File: config.mk
export PLATFORM = sky130hd
export DESIGN_NAME = bufmod_counter
export DESIGN_NICKNAME = d
export VERILOG_FILES = /design/src/rtl/bmc_pkg.sv /design/src/rtl/bmc_ctrl.sv /design/src/rtl/bmc_datapath.sv /design/src/rtl/bufmod_counter.sv
export SDC_FILE = /design/constraint.sdc
export NUM_CORES = 1
export LEC_CHECK = 0
export BUFFER_PORTS_ARGS = -buffer_cell sky130_fd_sc_hd__buf_4
export CAP_MARGIN = 30
export CORE_ASPECT_RATIO = 0.8
export CORE_MARGIN = 5
export CORE_UTILIZATION = 60
export DETAILED_ROUTE_END_ITERATION = 7
export MAX_ROUTING_LAYER = met4
export PLACE_DENSITY = 0.8
export REMOVE_ABC_BUFFERS = 1
export SYNTH_ARGS = -nofsm -noshare
export SYNTH_HDL_FRONTEND = slang
export SYNTH_HIERARCHICAL = 1
export SYNTH_SLANG_ARGS = --single-unit
export TNS_END_PERCENT = 30
File: constraint.sdc
create_clock -name clk -period 7.1 [get_ports clk]
set_input_delay 0.355 -clock clk [delete_from_list [all_inputs] [get_ports clk]]
set_output_delay 0.355 -clock clk [all_outputs]
set_load 0.01 [all_outputs]
File: src/rtl/bmc_pkg.sv
package bmc_pkg;

  typedef enum logic [1:0] {
    ADDR_SHADOW = 2'd0,
    ADDR_CTRL   = 2'd1,
    ADDR_FLAGCLR = 2'd2,
    ADDR_COUNT  = 2'd3
  } regAddr_e;

  localparam int BIT_RUN  = 0;
  localparam int BIT_TRI  = 1;
  localparam int BIT_EXT  = 2;
  localparam int BIT_BOTH = 3;
  localparam int BIT_FALL = 4;
  localparam int BIT_DIV  = 5;

  typedef struct packed {
    logic tick;
    logic stopped;
    logic upDown;
    logic loadShadow;
    logic loadCnt;
    logic clearFlag;
  } dpStrobe_t;

endpackage

File: src/rtl/bmc_ctrl.sv
module bmc_ctrl
  import bmc_pkg::*;
#(
  parameter int PSC_W = 2,
  parameter int SYNC_STAGES = 2,
  localparam int CTRL_W = BIT_DIV + PSC_W
) (
  input  logic              clk,
  input  logic              rstN,
  input  logic              wrEn,
  input  logic [1:0]        wrAddr,
  input  logic [CTRL_W-1:0] wrCtl,
  input  logic              extPin,
  output dpStrobe_t         strb
);

  logic [CTRL_W-1:0]  ctlReg;
  logic [SYNC_STAGES:0] pinPipe;
  logic [PSC_W-1:0]   psc;
  logic run, extSel, bothEdges, fallSel;
  logic pinNow, pinPrev, riseEv, fallEv, extTick, pscTick;

  assign run       = ctlReg[BIT_RUN];
  assign extSel    = ctlReg[BIT_EXT];
  assign bothEdges = ctlReg[BIT_BOTH];
  assign fallSel   = ctlReg[BIT_FALL];

  // control register
  always_ff @(posedge clk or negedge rstN) begin
    if (!rstN) ctlReg <= '0;
    else if (wrEn && wrAddr == ADDR_CTRL) ctlReg <= wrCtl;
  end

  // pin synchronizer plus one history stage for edge detection
  always_ff @(posedge clk or negedge rstN) begin
    if (!rstN) pinPipe <= '0;
    else       pinPipe <= {pinPipe[SYNC_STAGES-1:0], extPin};
  end

  assign pinNow  = pinPipe[SYNC_STAGES-1];
  assign pinPrev = pinPipe[SYNC_STAGES];
  assign riseEv  = pinNow & ~pinPrev;
  assign fallEv  = ~pinNow & pinPrev;

  always_comb begin
    if (bothEdges)    extTick = riseEv | fallEv;
    else if (fallSel) extTick = fallEv;
    else              extTick = riseEv;
  end

  // prescaler: divide by (field + 1)
  assign pscTick = (psc == ctlReg[BIT_DIV +: PSC_W]);

  always_ff @(posedge clk or negedge rstN) begin
    if (!rstN)                 psc <= '0;
    else if (!run || extSel)   psc <= '0;
    else if (pscTick)          psc <= '0;
    else                       psc <= psc + 1'b1;
  end

  always_comb begin
    strb.tick       = run & (extSel ? extTick : pscTick);
    strb.stopped    = ~run;
    strb.upDown     = ctlReg[BIT_TRI];
    strb.loadShadow = wrEn && (wrAddr == ADDR_SHADOW);
    strb.loadCnt    = wrEn && (wrAddr == ADDR_COUNT);
    strb.clearFlag  = wrEn && (wrAddr == ADDR_FLAGCLR) && wrCtl[0];
  end

endmodule

File: src/rtl/bmc_datapath.sv
module bmc_datapath
  import bmc_pkg::*;
#(
  parameter int CNT_W = 24
) (
  input  logic             clk,
  input  logic             rstN,
  input  dpStrobe_t        strb,
  input  logic [CNT_W-1:0] wrData,
  output logic [CNT_W-1:0] count,
  output logic [CNT_W-1:0] a1Cur,
  output logic             matchFlag
);

  localparam logic [CNT_W-1:0] ONE = CNT_W'(1);
  localparam logic [CNT_W-1:0] TWO = CNT_W'(2);

  logic [CNT_W-1:0] cnt, a1, a2, a2Eff, nxtCnt, nxtA1;
  logic dirDown, goingDown, nxtDown, reload, setFlag, flag;

  assign a2Eff     = (a2 == '0) ? ONE : a2;
  assign goingDown = dirDown & strb.upDown;

  always_comb begin
    nxtCnt  = cnt;
    nxtDown = dirDown;
    reload  = 1'b0;
    if (strb.tick && !strb.loadCnt) begin
      if (!goingDown) begin
        if (cnt == a1) begin
          if (strb.upDown && a1 != ONE) begin
            nxtDown = 1'b1;
            nxtCnt  = cnt - ONE;
            reload  = (a1 == TWO);
          end else begin
            nxtDown = 1'b0;
            nxtCnt  = ONE;
            reload  = 1'b1;
          end
        end else begin
          nxtCnt = cnt + ONE;
        end
      end else begin
        if (cnt == ONE) begin
          // lower match fixed at one: turn upward
          nxtDown = 1'b0;
          nxtCnt  = (a1 == ONE) ? ONE : TWO;
        end else begin
          nxtCnt = cnt - ONE;
          reload = (cnt == TWO);
        end
      end
    end
    nxtA1   = reload ? a2Eff : a1;
    setFlag = strb.tick && !strb.loadCnt && (nxtCnt == nxtA1);
  end

  always_ff @(posedge clk or negedge rstN) begin
    if (!rstN) begin
      cnt     <= '0;
      a1      <= ONE;
      a2      <= '0;
      dirDown <= 1'b0;
      flag    <= 1'b0;
    end else begin
      if (strb.loadShadow) a2 <= wrData;
      if (strb.loadCnt) cnt <= wrData;
      else              cnt <= nxtCnt;
      if (strb.stopped) begin
        a1      <= a2Eff;
        dirDown <= 1'b0;
      end else begin
        a1      <= nxtA1;
        dirDown <= nxtDown;
      end
      if (setFlag)             flag <= 1'b1;
      else if (strb.clearFlag) flag <= 1'b0;
    end
  end

  assign count     = cnt;
  assign a1Cur     = a1;
  assign matchFlag = flag;

endmodule

File: src/rtl/bufmod_counter.sv
module bufmod_counter
  import bmc_pkg::*;
#(
  parameter int CNT_W = 24,
  parameter int PSC_W = 2,
  parameter int SYNC_STAGES = 2
) (
  input  logic             clk,
  input  logic             rstN,
  input  logic             wrEn,
  input  logic [1:0]       wrAddr,
  input  logic [CNT_W-1:0] wrData,
  input  logic             extPin,
  output logic [CNT_W-1:0] count,
  output logic             matchFlag
);

  localparam int CTRL_W = BIT_DIV + PSC_W;

  dpStrobe_t        strb;
  logic [CNT_W-1:0] a1Cur;

  bmc_ctrl #(.PSC_W(PSC_W), .SYNC_STAGES(SYNC_STAGES)) u_ctrl (
    .clk(clk), .rstN(rstN), .wrEn(wrEn), .wrAddr(wrAddr),
    .wrCtl(wrData[CTRL_W-1:0]), .extPin(extPin), .strb(strb)
  );

  bmc_datapath #(.CNT_W(CNT_W)) u_dp (
    .clk(clk), .rstN(rstN), .strb(strb), .wrData(wrData),
    .count(count), .a1Cur(a1Cur), .matchFlag(matchFlag)
  );

endmodule

# ---- Word-level counts from Yosys, hierarchy flattened
# Cells that the tools add are included.
dict set report word_totals {
  word_cells 75
  regBits 86
}
dict set report classes {
  n_eq_ne 14
  n_reduce_logical 15
  n_bitwise 7
  n_mux 28
  addsub 3
}
# operator n
set op_table {}
lappend op_table {{$mux 24} 9}
lappend op_table {{$eq 24x1->1 const B} 2}
lappend op_table {{$eq 24x2->1 const B} 2}
lappend op_table {{$eq 24x24->1} 2}
lappend op_table {{$add 24x1->24 const B} 1}
lappend op_table {{$logic_not 24->1} 1}
lappend op_table {{$ne 24x1->1 const B} 1}
lappend op_table {{$sub 24x1->24 const B} 1}
lappend op_table {{$mux 1} 16}
lappend op_table {{$logic_and 1x1->1} 8}
lappend op_table {{$mux 2} 3}
lappend op_table {{$and 1x1->1} 4}
lappend op_table {{$eq 2x2->1 const B} 2}
lappend op_table {{$ne 3x1->1 const B} 1}
lappend op_table {{$ne 3x3->1 const B} 1}
lappend op_table {{$reduce_and 3->1} 1}
lappend op_table {{$add 2x1->2 const B} 1}
lappend op_table {{$eq 2x1->1 const B} 1}
lappend op_table {{$eq 2x2->1} 1}
lappend op_table {{$logic_not 1->1} 2}
lappend op_table {{$logic_not 2->1} 1}
lappend op_table {{$ne 2x1->1 const B} 1}
lappend op_table {{$not 1->1} 2}
lappend op_table {{$reduce_bool 2->1} 1}
lappend op_table {{other kinds (2)} 2}

# ---- Longest topological paths before layout
# Gate-level depths: netlist of the first run.
dict set report logic_depth {
  depth_word 12
  depth_mapped 16
}

# ---- Cells and area by module
# Netlist of the first run, hierarchy kept.
# mod cells_each area_per_inst_um2 n_inst
set modules_own_cells {}
lappend modules_own_cells {bmc_datapath 618 5819.3 1}
lappend modules_own_cells {bmc_ctrl 40 550.5 1}

# ---- Least setup slack after synthesis of the first run
# Ideal clock, no wire load.
dict set report synth_timing {
  path_type {reg-to-reg}
  startpoint {reg u_dp.cnt[8], in the netlist u_dp/count[8]}
  endpoint {reg u_dp.flag, in the netlist u_dp/matchFlag}
  required_ps 7005
  synth_period_minus_slack_ps 3258
  path_stages_with_launch 14
  arrival_time_ps 3162
  setup_slack_ps 3842
  setup_ps 95
  cell_sequence {dfrtp_1 > buf_6 > or3_4 > buf_6 > nor3_2 > and3_4 > a41oi_4 > nor3_4 > buf_6 > mux2i_1 > xnor2_1 > a2111oi_2 > nand4_1 > o32ai_2}
}
dict set report synth_via {
  elab_chain_cells 8
}
# item line
set synth_lines {}
lappend synth_lines {{from (decl)} bmc_datapath.sv:18} ;# logic [CNT_W-1:0] cnt, a1, a2, a2Eff, nxtCnt, nxtA1;
lappend synth_lines {{from (signal assigned)} bmc_datapath.sv:67} ;# if (strb.loadCnt) cnt <= wrData;
lappend synth_lines {{from (signal assigned)} bmc_datapath.sv:68} ;# else cnt <= nxtCnt;
lappend synth_lines {{$sub 24x1->24, or another cell as far along} {bmc_datapath.sv:33, bmc_datapath.sv:49}}
lappend synth_lines {{$mux 24, or another cell as far along} bmc_datapath.sv:31} ;# if (strb.upDown && a1 != ONE) begin
lappend synth_lines {{$mux 24 or $mux 1 (tied branches)} {bmc_datapath.sv:30, bmc_datapath.sv:29}}
lappend synth_lines {{$mux 24 or $mux 1 (tied branches)} {bmc_datapath.sv:29, bmc_datapath.sv:28}}
lappend synth_lines {{$mux 24, on equally long branches} {bmc_datapath.sv:28, bmc_datapath.sv:54}}
lappend synth_lines {{$eq 24x24->1 *} bmc_datapath.sv:55} ;# setFlag = strb.tick && !strb.loadCnt && (nxtCnt == nxtA1);
lappend synth_lines {{$logic_and 1x1->1 *} bmc_datapath.sv:55}
lappend synth_lines {{$mux 1 or $reduce_bool 2->1 (tied branches)} --}
lappend synth_lines {{to (signal assigned)} bmc_datapath.sv:64} ;# flag <= 1'b0;
lappend synth_lines {{to (signal assigned)} bmc_datapath.sv:76} ;# if (setFlag) flag <= 1'b1;
lappend synth_lines {{to (signal assigned)} bmc_datapath.sv:77} ;# else if (strb.clearFlag) flag <= 1'b0;
lappend synth_lines {{to (decl)} bmc_datapath.sv:19} ;# logic dirDown, goingDown, nxtDown, reload, setFlag, flag;
# Every way passes the cells marked *; elsewhere a longest branch is shown, timed or not.
# A chain may end at the register's enable or synchronous reset.

# ---- Worst setup path in the final report of the first run
dict set report layout_timing {
  startpoint {reg u_dp.a1[17], in the netlist u_dp/a1Cur[17]}
  endpoint {reg u_dp.flag, in the netlist u_dp/matchFlag}
}
dict set report layout_via {
  elab_chain_cells 10
}
# item line
set layout_lines {}
lappend layout_lines {{from (decl)} bmc_datapath.sv:18}
lappend layout_lines {{from (signal assigned)} bmc_datapath.sv:73} ;# a1 <= nxtA1;
lappend layout_lines {{$ne 24x1->1} bmc_datapath.sv:31}
lappend layout_lines {{$logic_and 1x1->1} bmc_datapath.sv:31}
lappend layout_lines {{$mux 1} bmc_datapath.sv:31}
lappend layout_lines {{$mux 1} bmc_datapath.sv:30} ;# if (cnt == a1) begin
lappend layout_lines {{$mux 1} bmc_datapath.sv:29} ;# if (!goingDown) begin
lappend layout_lines {{$mux 1} bmc_datapath.sv:28} ;# if (strb.tick && !strb.loadCnt) begin
lappend layout_lines {{$mux 24} bmc_datapath.sv:54} ;# nxtA1 = reload ? a2Eff : a1;
lappend layout_lines {{$eq 24x24->1 *} bmc_datapath.sv:55}
lappend layout_lines {{$logic_and 1x1->1 *} bmc_datapath.sv:55}
lappend layout_lines {{$mux 1 or $reduce_bool 2->1 (tied branches)} --}
# Marked as above.

==> summary.md, run 1 <==
| Metric | Value |
|---|---|
| Dominant synthesized flop cell | `dfrtp_1` |
| Critical R2R Capture | `u_dp/matchFlag` |
| Cts bufs inserted | `9` |
| Initial Utilization | `0.6171` |
| Ranking of synthesized cells by area | `dfrtp_1 33%, mux2_2 13%, xor2_1 5.9%` |
| WP buf/inv | `0` |
| Layout cells sized above 1 | `0.2701` |
| Synthesis Warnings | `6` |
| CTS tree | `built` |
| Vias in the first global route | `around 5400` |
| Adder-cell area share of the yosys netlist | `0.01179` |
| Die Area | `roughly 13000 µm²` |
| Die height | `102.2 µm` |
| Power Density | `around 320 nW/µm²` |
| Clock skew | `about 0.0063 ns` |
| Synth area leader | `dfrtp_1` |
| Critical path arrival | `4.56 ns` |
| Post-synthesis mux area share | `0.1756` |
| Routed WL per cell | `between 20 and 30 µm` |
| Post-CTS resize count | `0` |
| Final setup fails | `0` |
| Initial antenna violation count | `0` |
| Sequential share of the synthesized area | `0.3380` |
| Clk buf depth | `2` |
| Hold WC Path Type | `in -> reg` |
| Worst R2R Path Depth | `11` |
| Most frequent cell after synthesis | `dfrtp_1` |
| Port buffer count | `between 50 and 60` |
| # clock sinks | `86` |
| Final-report hold violation count | `0` |
| P&R area growth vs syn | `10.59%` |
| Largest family of logic cells by synthesized area | `simple AND/OR/NAND/NOR gates` |
| Reg power frac | `0.408` |
| CP cell instances | `nor4_1, nand4_1, o41a_1, o31ai_2, or4_1, nand3_1, xnor2_1, nor4_1, o211a_1, nand4_1, o32ai_2` |
| FP Rows | `33` |
| Pleak | `between 0.002 and 0.003 µW` |
| XOR/XNOR Fraction of Synth Area | `0.08525` |
| CP max FO | `10` |
| Worst flop-to-flop path startpoint | `u_dp/a1Cur[17]` |
| Setup WS post-layout | `2.773 ns` |
| Finished Core Util | `0.6824` |
| Crit path max-delay family | `compound AO/OA/AOI/OAI gates` |
| Reg2reg setup slack | `~2.8 ns` |
| Die width | `125.2 µm` |
| Critical Path Max Stage Delay | `~0.83 ns` |
| Post-synth top area share | `0.3339` |
| Syn_area_per_cell | `9.681 µm²` |
| Htree depth | `3` |
| FFs w/ async S/R, synth | `1.000` |
| Nets | `roughly 720` |
| Vias post-DR | `around 5700` |
| Total GRT Usage | `0.3401` |
| Critical path required time | `between 7 and 8 ns` |
| Period utilization | `0.6094` |
| Worst slack, placed | `just over 3 ns` |
| Total length of routed wires | `about 21000 µm` |
| Clk Latency, worst-skew pair | `about 0.33 ns` |
| Number of flops mapped to enable cells by yosys | `0` |
| Commonest cells in the synthesized netlist | `85 x dfrtp_1, 74 x mux2_2, 55 x nand2_1` |
| Fmax | `0.2311 GHz` |
| Placer congestion estimate | `between 1 and 1.5` |
| Cells after synthesis | `roughly 660` |
| Design Power | `2282 µW` |
| Startpoint Class | `flop` |
| Setup TNS | `0 ns` |
| Critical path class | `reg -> reg` |
| Max_cap viols | `0` |
| First-pass GRT wire length | `32600 µm` |
| Total gr overflow | `0` |
| Synthesized area | `between 6000 and 7000 µm²` |
| Post-synthesis simple-gate area fraction | `0.2021` |
| Clock slew at reported path FFs | `about 0.07 ns` |
| Initial drt markers | `a little under 1000` |
| Worst Setup SP | `u_dp/a1Cur[17]` |
| Max rail drop VDD | `between 0.2 and 0.25 mV` |
| Via-to-Cell Ratio | `6.921` |
| Max-Slew Margin vs Limit | `0.3090` |
| Worst Tran Pin Value | `a little over 1 ns` |
| Final Max Slew Viols | `0` |
| Slowest cell on crit path | `o31ai_2` |
| Clock share of power | `0.192` |
| P_sw | `1012 µW` |
| N_diodes | `0` |
| Ports | `55` |
| Pint | `between 1000 and 1500 µW` |
| Yosys reg bits | `86` |
| CP Depth | `11` |
| Pin count of the biggest net entering global routing | `56` |
| Sw frac | `0.4434` |
| Synth cell types | `78` |
| Core ar. | `roughly 10000 µm²` |
| Setup crit end | `u_dp/matchFlag` |
| Setup repair after global routing missed its margin | `no` |
| Status | `finished clean` |
| Comb pwr share | `0.400` |
| Root buf cell | `clkbuf_16` |
| DRC viols | `0` |
| Drt pass-1 iters | `6` |
| Post-DRT Antenna Nets | `0` |
| Dpl hpwl | `around 16000 µm` |
| Synth Area in Compound Gates | `0.1355` |
| Final min period | `4.327 ns` |
| Setup crit end kind | `flop` |
## registers in the layout, summed over array words and instances, names as in the netlist
signal          cells
u_dp/a2            24
u_dp/count         24
u_ctrl/psc          2
u_ctrl/pinPipe      3
u_dp/dirDown        1
u_dp/a1Cur         24
u_ctrl/ctlReg       7
u_dp/matchFlag      1
## power by group through the flow
stage	clock network, µW	logic [µW]	registers, µW
6_report	439	913	930
5_1_grt	465	968	953
4_1_cts	441	891	919
3_5_place_dp	0	882	926
3_3_place_gp	0	869	912
2_1_floorplan	0	572	846
## per-stage QoR
| step | instance area (µm²) | cells | hold WS, ns |
|---|---|---|---|
| final | 7044 | 825 | 0.1246 |
| after global routing | 7044 | 825 | 0.1177 |
| after CTS | 7044 | 825 | 0.1181 |
| after detailed placement | 6761 | 808 | 0.3262 |
| after global placement | 6734 | 807 | 0.3342 |
| after floorplan | 6093 | 606 | 0.05941 |
## cells in the final DEF, fill, tap and decap left out, types with 4 or more instances in the layout
| cell | n |
|---|---|
| dfrtp_1 | 85 |
| mux2_2 | 74 |
| buf_4 | 61 |
| nand2_1 | 55 |
| xor2_1 | 43 |
| o21ai_0 | 30 |
| nor4_1 | 27 |
| mux2i_1 | 27 |
| nor2_1 | 26 |
| a21oi_1 | 23 |
| nand3_1 | 21 |
| xnor2_1 | 19 |
| nor3_1 | 15 |
| nand4_1 | 15 |
| inv_1 | 14 |
| or3_1 | 10 |
| clkbuf_16 | 9 |
| o31ai_1 | 9 |
| ha_1 | 6 |
| and3_1 | 6 |
| a211oi_1 | 6 |
| and2_1 | 5 |
| nor4_4 | 4 |
| o41ai_1 | 4 |
| o22ai_1 | 4 |
## layer usage
layer  part of all wire  wire length, µm  GRT usage
met5                  0                0          -
met4              0.024              502    0.08167
met3               0.11             2378    0.06897
met2               0.43             8988     0.4891
met1               0.44             9157     0.4955
## worst min-delay path by stage
stage | from | endpoint | cells after the start
2_1_floorplan | rstN | u_ctrl/ctlReg[0] | 0
3_3_place_gp | u_ctrl/pinPipe[0] | u_ctrl/pinPipe[1] | 0
3_5_place_dp | rstN | u_ctrl/ctlReg[6] | 1
4_1_cts | extPin | u_ctrl/pinPipe[0] | 1
5_1_grt | extPin | u_ctrl/pinPipe[0] | 1
6_report | extPin | u_ctrl/pinPipe[0] | 1
## cell type report
type | count | area, µm²
Multi-Input combinational cell | 506 | 3895
Inverter | 14 | 52.55
Sequential cell | 86 | 2153
Clock buffer | 10 | 229.0
Tap cell | 140 | 175.2
Fill cell | 770 | 3278
Timing Repair Buffer | 63 | 495.5
Clock inverter | 6 | 43.79
## cells by family (layout without fill, tap and decap cells)
kind of cell | after synthesis | count (layout)
mux | 102 | 102
fa+ha+maj | 6 | 6
compound gates | 120 | 120
xor+xnor | 62 | 62
simple gates | 216 | 216
buf+inv | 66 | 93
flops | 86 | 86
## timing repair
| action | CTS | global route |
|---|---|---|
| hold endpoints to repair | 31 | 0 |
| hold buffers | 1 | 0 |
| buffers inserted | 0 | 0 |
No activity file was read; power rests on OpenSTA's default activity.
==> run 2, diff against run 1 <==
--- a/config.mk
+++ b/config.mk
@@ -9,10 +9,10 @@
 export CAP_MARGIN = 30
 export CORE_ASPECT_RATIO = 0.8
 export CORE_MARGIN = 5
-export CORE_UTILIZATION = 60
+export CORE_UTILIZATION = 55
 export DETAILED_ROUTE_END_ITERATION = 7
 export MAX_ROUTING_LAYER = met4
-export PLACE_DENSITY = 0.8
+export PLACE_DENSITY = 0.77
 export REMOVE_ABC_BUFFERS = 1
 export SYNTH_ARGS = -nofsm -noshare
 export SYNTH_HDL_FRONTEND = slang
==> constraint.sdc (replaced) <==
create_clock -name clk -period 3.5 [get_ports clk]
set_input_delay 0.175 -clock clk [delete_from_list [all_inputs] [get_ports clk]]
set_output_delay 0.175 -clock clk [all_outputs]
set_load 0.01 [all_outputs]
==> summary.md, run 2 (synthesis gave the netlist of run 1 again) <==
| Metric | Value |
|---|---|
| Critical path arrival | `3.96 ns (was 4.56 ns)` |
| Die Area | `13850 µm² (was 12790 µm²)` |
| First-pass GRT wire length | `38050 µm (was 32600 µm)` |
| Most frequent cells in the layout | `170 x buf_4, 80 x dfrtp_1, 74 x mux2_2 (was 85 x dfrtp_1, 74 x mux2_2, 61 x buf_4)` |
| Finished Core Util | `0.7320 (was 0.6824)` |
| Via-to-Cell Ratio | `6.860 (was 6.921)` |
| Post-DRT Antenna Nets | `0 (unchanged)` |
| Clock slew at reported path FFs | `0.07 ns (about the same)` |
| Hold WC Path Type | `in -> reg (unchanged)` |
| Initial Utilization | `0.5573 (was 0.6171)` |
| Vias in the first global route | `6215 (was 5446)` |
| Total gr overflow | `0 (unchanged)` |
| Cts bufs inserted | `9 (unchanged)` |
| Layout cells sized above 1 | `0.4321 (was 0.2701)` |
| Root buf cell | `clkbuf_16 (unchanged)` |
| Drt pass-1 iters | `5 (was 6)` |
| Critical path class | `reg -> reg (unchanged)` |
| CP max FO | `7 (was 10)` |
| Fmax | `0.2692 GHz (was 0.2311 GHz)` |
| Vias post-DR | `6531 (was 5710)` |
| Dpl cell area | `7460 µm² (was 6761 µm²)` |
| Startpoint Class | `flop (unchanged)` |
| Final-report hold violation count | `0 (unchanged)` |
| Max_cap viols | `0 (unchanged)` |
| Routed WL per cell | `27.51 µm (was 25.49 µm)` |
| Port buffer count | `54 (unchanged)` |
| DRC viols | `0 (unchanged)` |
| Pin count of the biggest net entering global routing | `69 (was 56)` |
| Pint | `3130 µW (was 1270 µW)` |
| Pleak | `0.003406 µW (was 0.002721 µW)` |
| Die height | `106.3 µm (was 102.2 µm)` |
| Clk buf depth | `2 (unchanged)` |
| Clock share of power | `0.187 (was 0.192)` |
| Total length of routed wires | `26190 µm (was 21030 µm)` |
| Total GRT Usage | `0.3740 (was 0.3401)` |
| Nets | `835 (was 716)` |
| Core ar. | `11430 µm² (was 10320 µm²)` |
| Clock skew | `0.01002 ns (was 0.006277 ns)` |
| Failing checks | `negative setup slack` |
| Max-Slew Margin vs Limit | `0.4665 (was 0.3090)` |
| Final Max Slew Viols | `0 (unchanged)` |
| # clock sinks | `86 (unchanged)` |
| Reg power frac | `0.304 (was 0.408)` |
| Die width | `130.3 µm (was 125.2 µm)` |
| Clk Latency, worst-skew pair | `0.34 ns (was 0.33 ns)` |
| Worst Tran Pin Value | `0.8003 ns (was 1.036 ns)` |
| Final setup fails | `1 (was 0)` |
| Comb pwr share | `0.508 (was 0.400)` |
| Setup crit end kind | `flop (unchanged)` |
| Period utilization | `1.061 (was 0.6094)` |
| CTS tree | `built (unchanged)` |
| Dpl hpwl | `17590 µm (was 15530 µm)` |
| Setup repair after global routing missed its margin | `yes (was no)` |
| Status | `finished with violations (was finished clean)` |
| FP Rows | `35 (was 33)` |
| Power Density | `668.4 nW/µm² (was 324.0 nW/µm²)` |
| Critical path required time | `3.74 ns (was 7.34 ns)` |
| Final instance area | `8367 µm² (was 7044 µm²)` |
| Placer congestion estimate | `1.005 (was 1.039)` |
| Commonest non-fill, non-tap cell in the layout | `buf_4 (was dfrtp_1)` |
| Final min period | `3.715 ns (was 4.327 ns)` |
| Ports | `55 (unchanged)` |
| Htree depth | `3 (unchanged)` |
| Initial drt markers | `1146 (was 962)` |
| P&R area growth vs syn | `31.35% (was 10.59%)` |
| Setup WS post-layout | `-0.2149 ns (was 2.773 ns)` |
| Sw frac | `0.4404 (was 0.4434)` |
| Initial antenna violation count | `0 (unchanged)` |
| P_sw | `2463 µW (was 1012 µW)` |
| Max rail drop VDD | `0.4840 mV (was 0.2449 mV)` |
run 2: changes by cell type in the layout (fill, tap and decap cells not counted), sizes merged:
| cell | previous run | this run |
|---|---|---|
| buf | 62 | 180 |
| bufinv | 0 | 2 |
| clkbuf | 10 | 9 |
| clkinv | 3 | 0 |
| clkinvlp | 1 | 2 |
| diode | 0 | 1 |
| dlygate4sd3 | 1 | 2 |
run 2: area by class of cell:
type	instances	area, µm²
multi-input cells	506	4195
flip-flops and latches	86	2160
well taps	148	185.2
clock buffers	9	225.2
repair buffers	182	1454
clock inverters	6	92.59
fillers	749	3063
diodes	1	2.502
inverters	14	52.55
run 2: per-stage QoR:
step	setup WS, ns	TNS, ns	hold WS, ns	cells	total power, µW
2_1_floorplan	-0.3208	-6.249	-0.1206	606	2876
3_3_place_gp	-0.01848	-0.01848	0.2864	905	3979
3_5_place_dp	-0.07751	-0.07751	0.06965	906	4023
4_1_cts	0.003032	0	0.05117	940	5174
5_1_grt	-0.3293	-0.3549	0.08151	951	5784
6_report	-0.2149	-0.2149	0.07404	952	5593
run 2: power by group through the flow:
| stage | clock network, µW | registers, µW | logic, µW |
|---|---|---|---|
| after detailed placement | 0 | 1620 | 2400 |
| after global placement | 0 | 1600 | 2380 |
| after CTS | 1040 | 1630 | 2510 |
| after global routing | 1090 | 1720 | 2970 |
| final | 1050 | 1700 | 2840 |
| after floorplan | 0 | 1720 | 1160 |
run 2: repair_timing:
action                     in CTS  in global routing
pin swaps                      14                 22
resized for setup              28                 42
hold buffers                    2                  0
buffers inserted               15                 14
setup endpoints to repair       1                  2
hold endpoints to repair       19                  0
gates cloned                    2                  0
run 2: worst paths after layout:
| kind | start | endpoint | slack [ns] | cells past startpoint |
|---|---|---|---|---|
| min in group asynchronous | rstN | u_ctrl/pinPipe[2] | 0.26 | 2 |
| hold / removal | wrData[14] | u_dp/count[14] | 0.07 | 3 |
| max in group asynchronous | rstN | u_dp/a1Cur[0] | 2.56 | 3 |
| setup reg to reg | u_dp/count[4] | u_dp/matchFlag | -0.21 | 16 |
| hold reg to reg | u_ctrl/pinPipe[0] | u_ctrl/pinPipe[1] | 0.39 | 0 |
| setup / recovery | u_dp/count[4] | u_dp/matchFlag | -0.21 | 16 |
run 2: metal layers:
layer	vias up	share of wire	track usage
met5	-	0	-
met4	0	0.038	0.1194
met3	108	0.11	0.05324
met2	535	0.45	0.5516
met1	3177	0.40	0.5328
li1	2711	-	-
run 2: critical path, cell delays in order, from the launching register on:
cell,delay (ns)
dfrtp_2,0.42
buf_4,0.15
xor2_1,0.17
nor4_2,0.49
nand4_1,0.21
buf_4,0.24
nor2_1,0.13
buf_4,0.18
buf_4,0.12
a21oi_1,0.05
a2bb2oi_1,0.14
o31ai_1,0.43
buf_4,0.20
xnor2_1,0.10
a21oi_1,0.15
nand4_1,0.15
o32ai_2,0.27
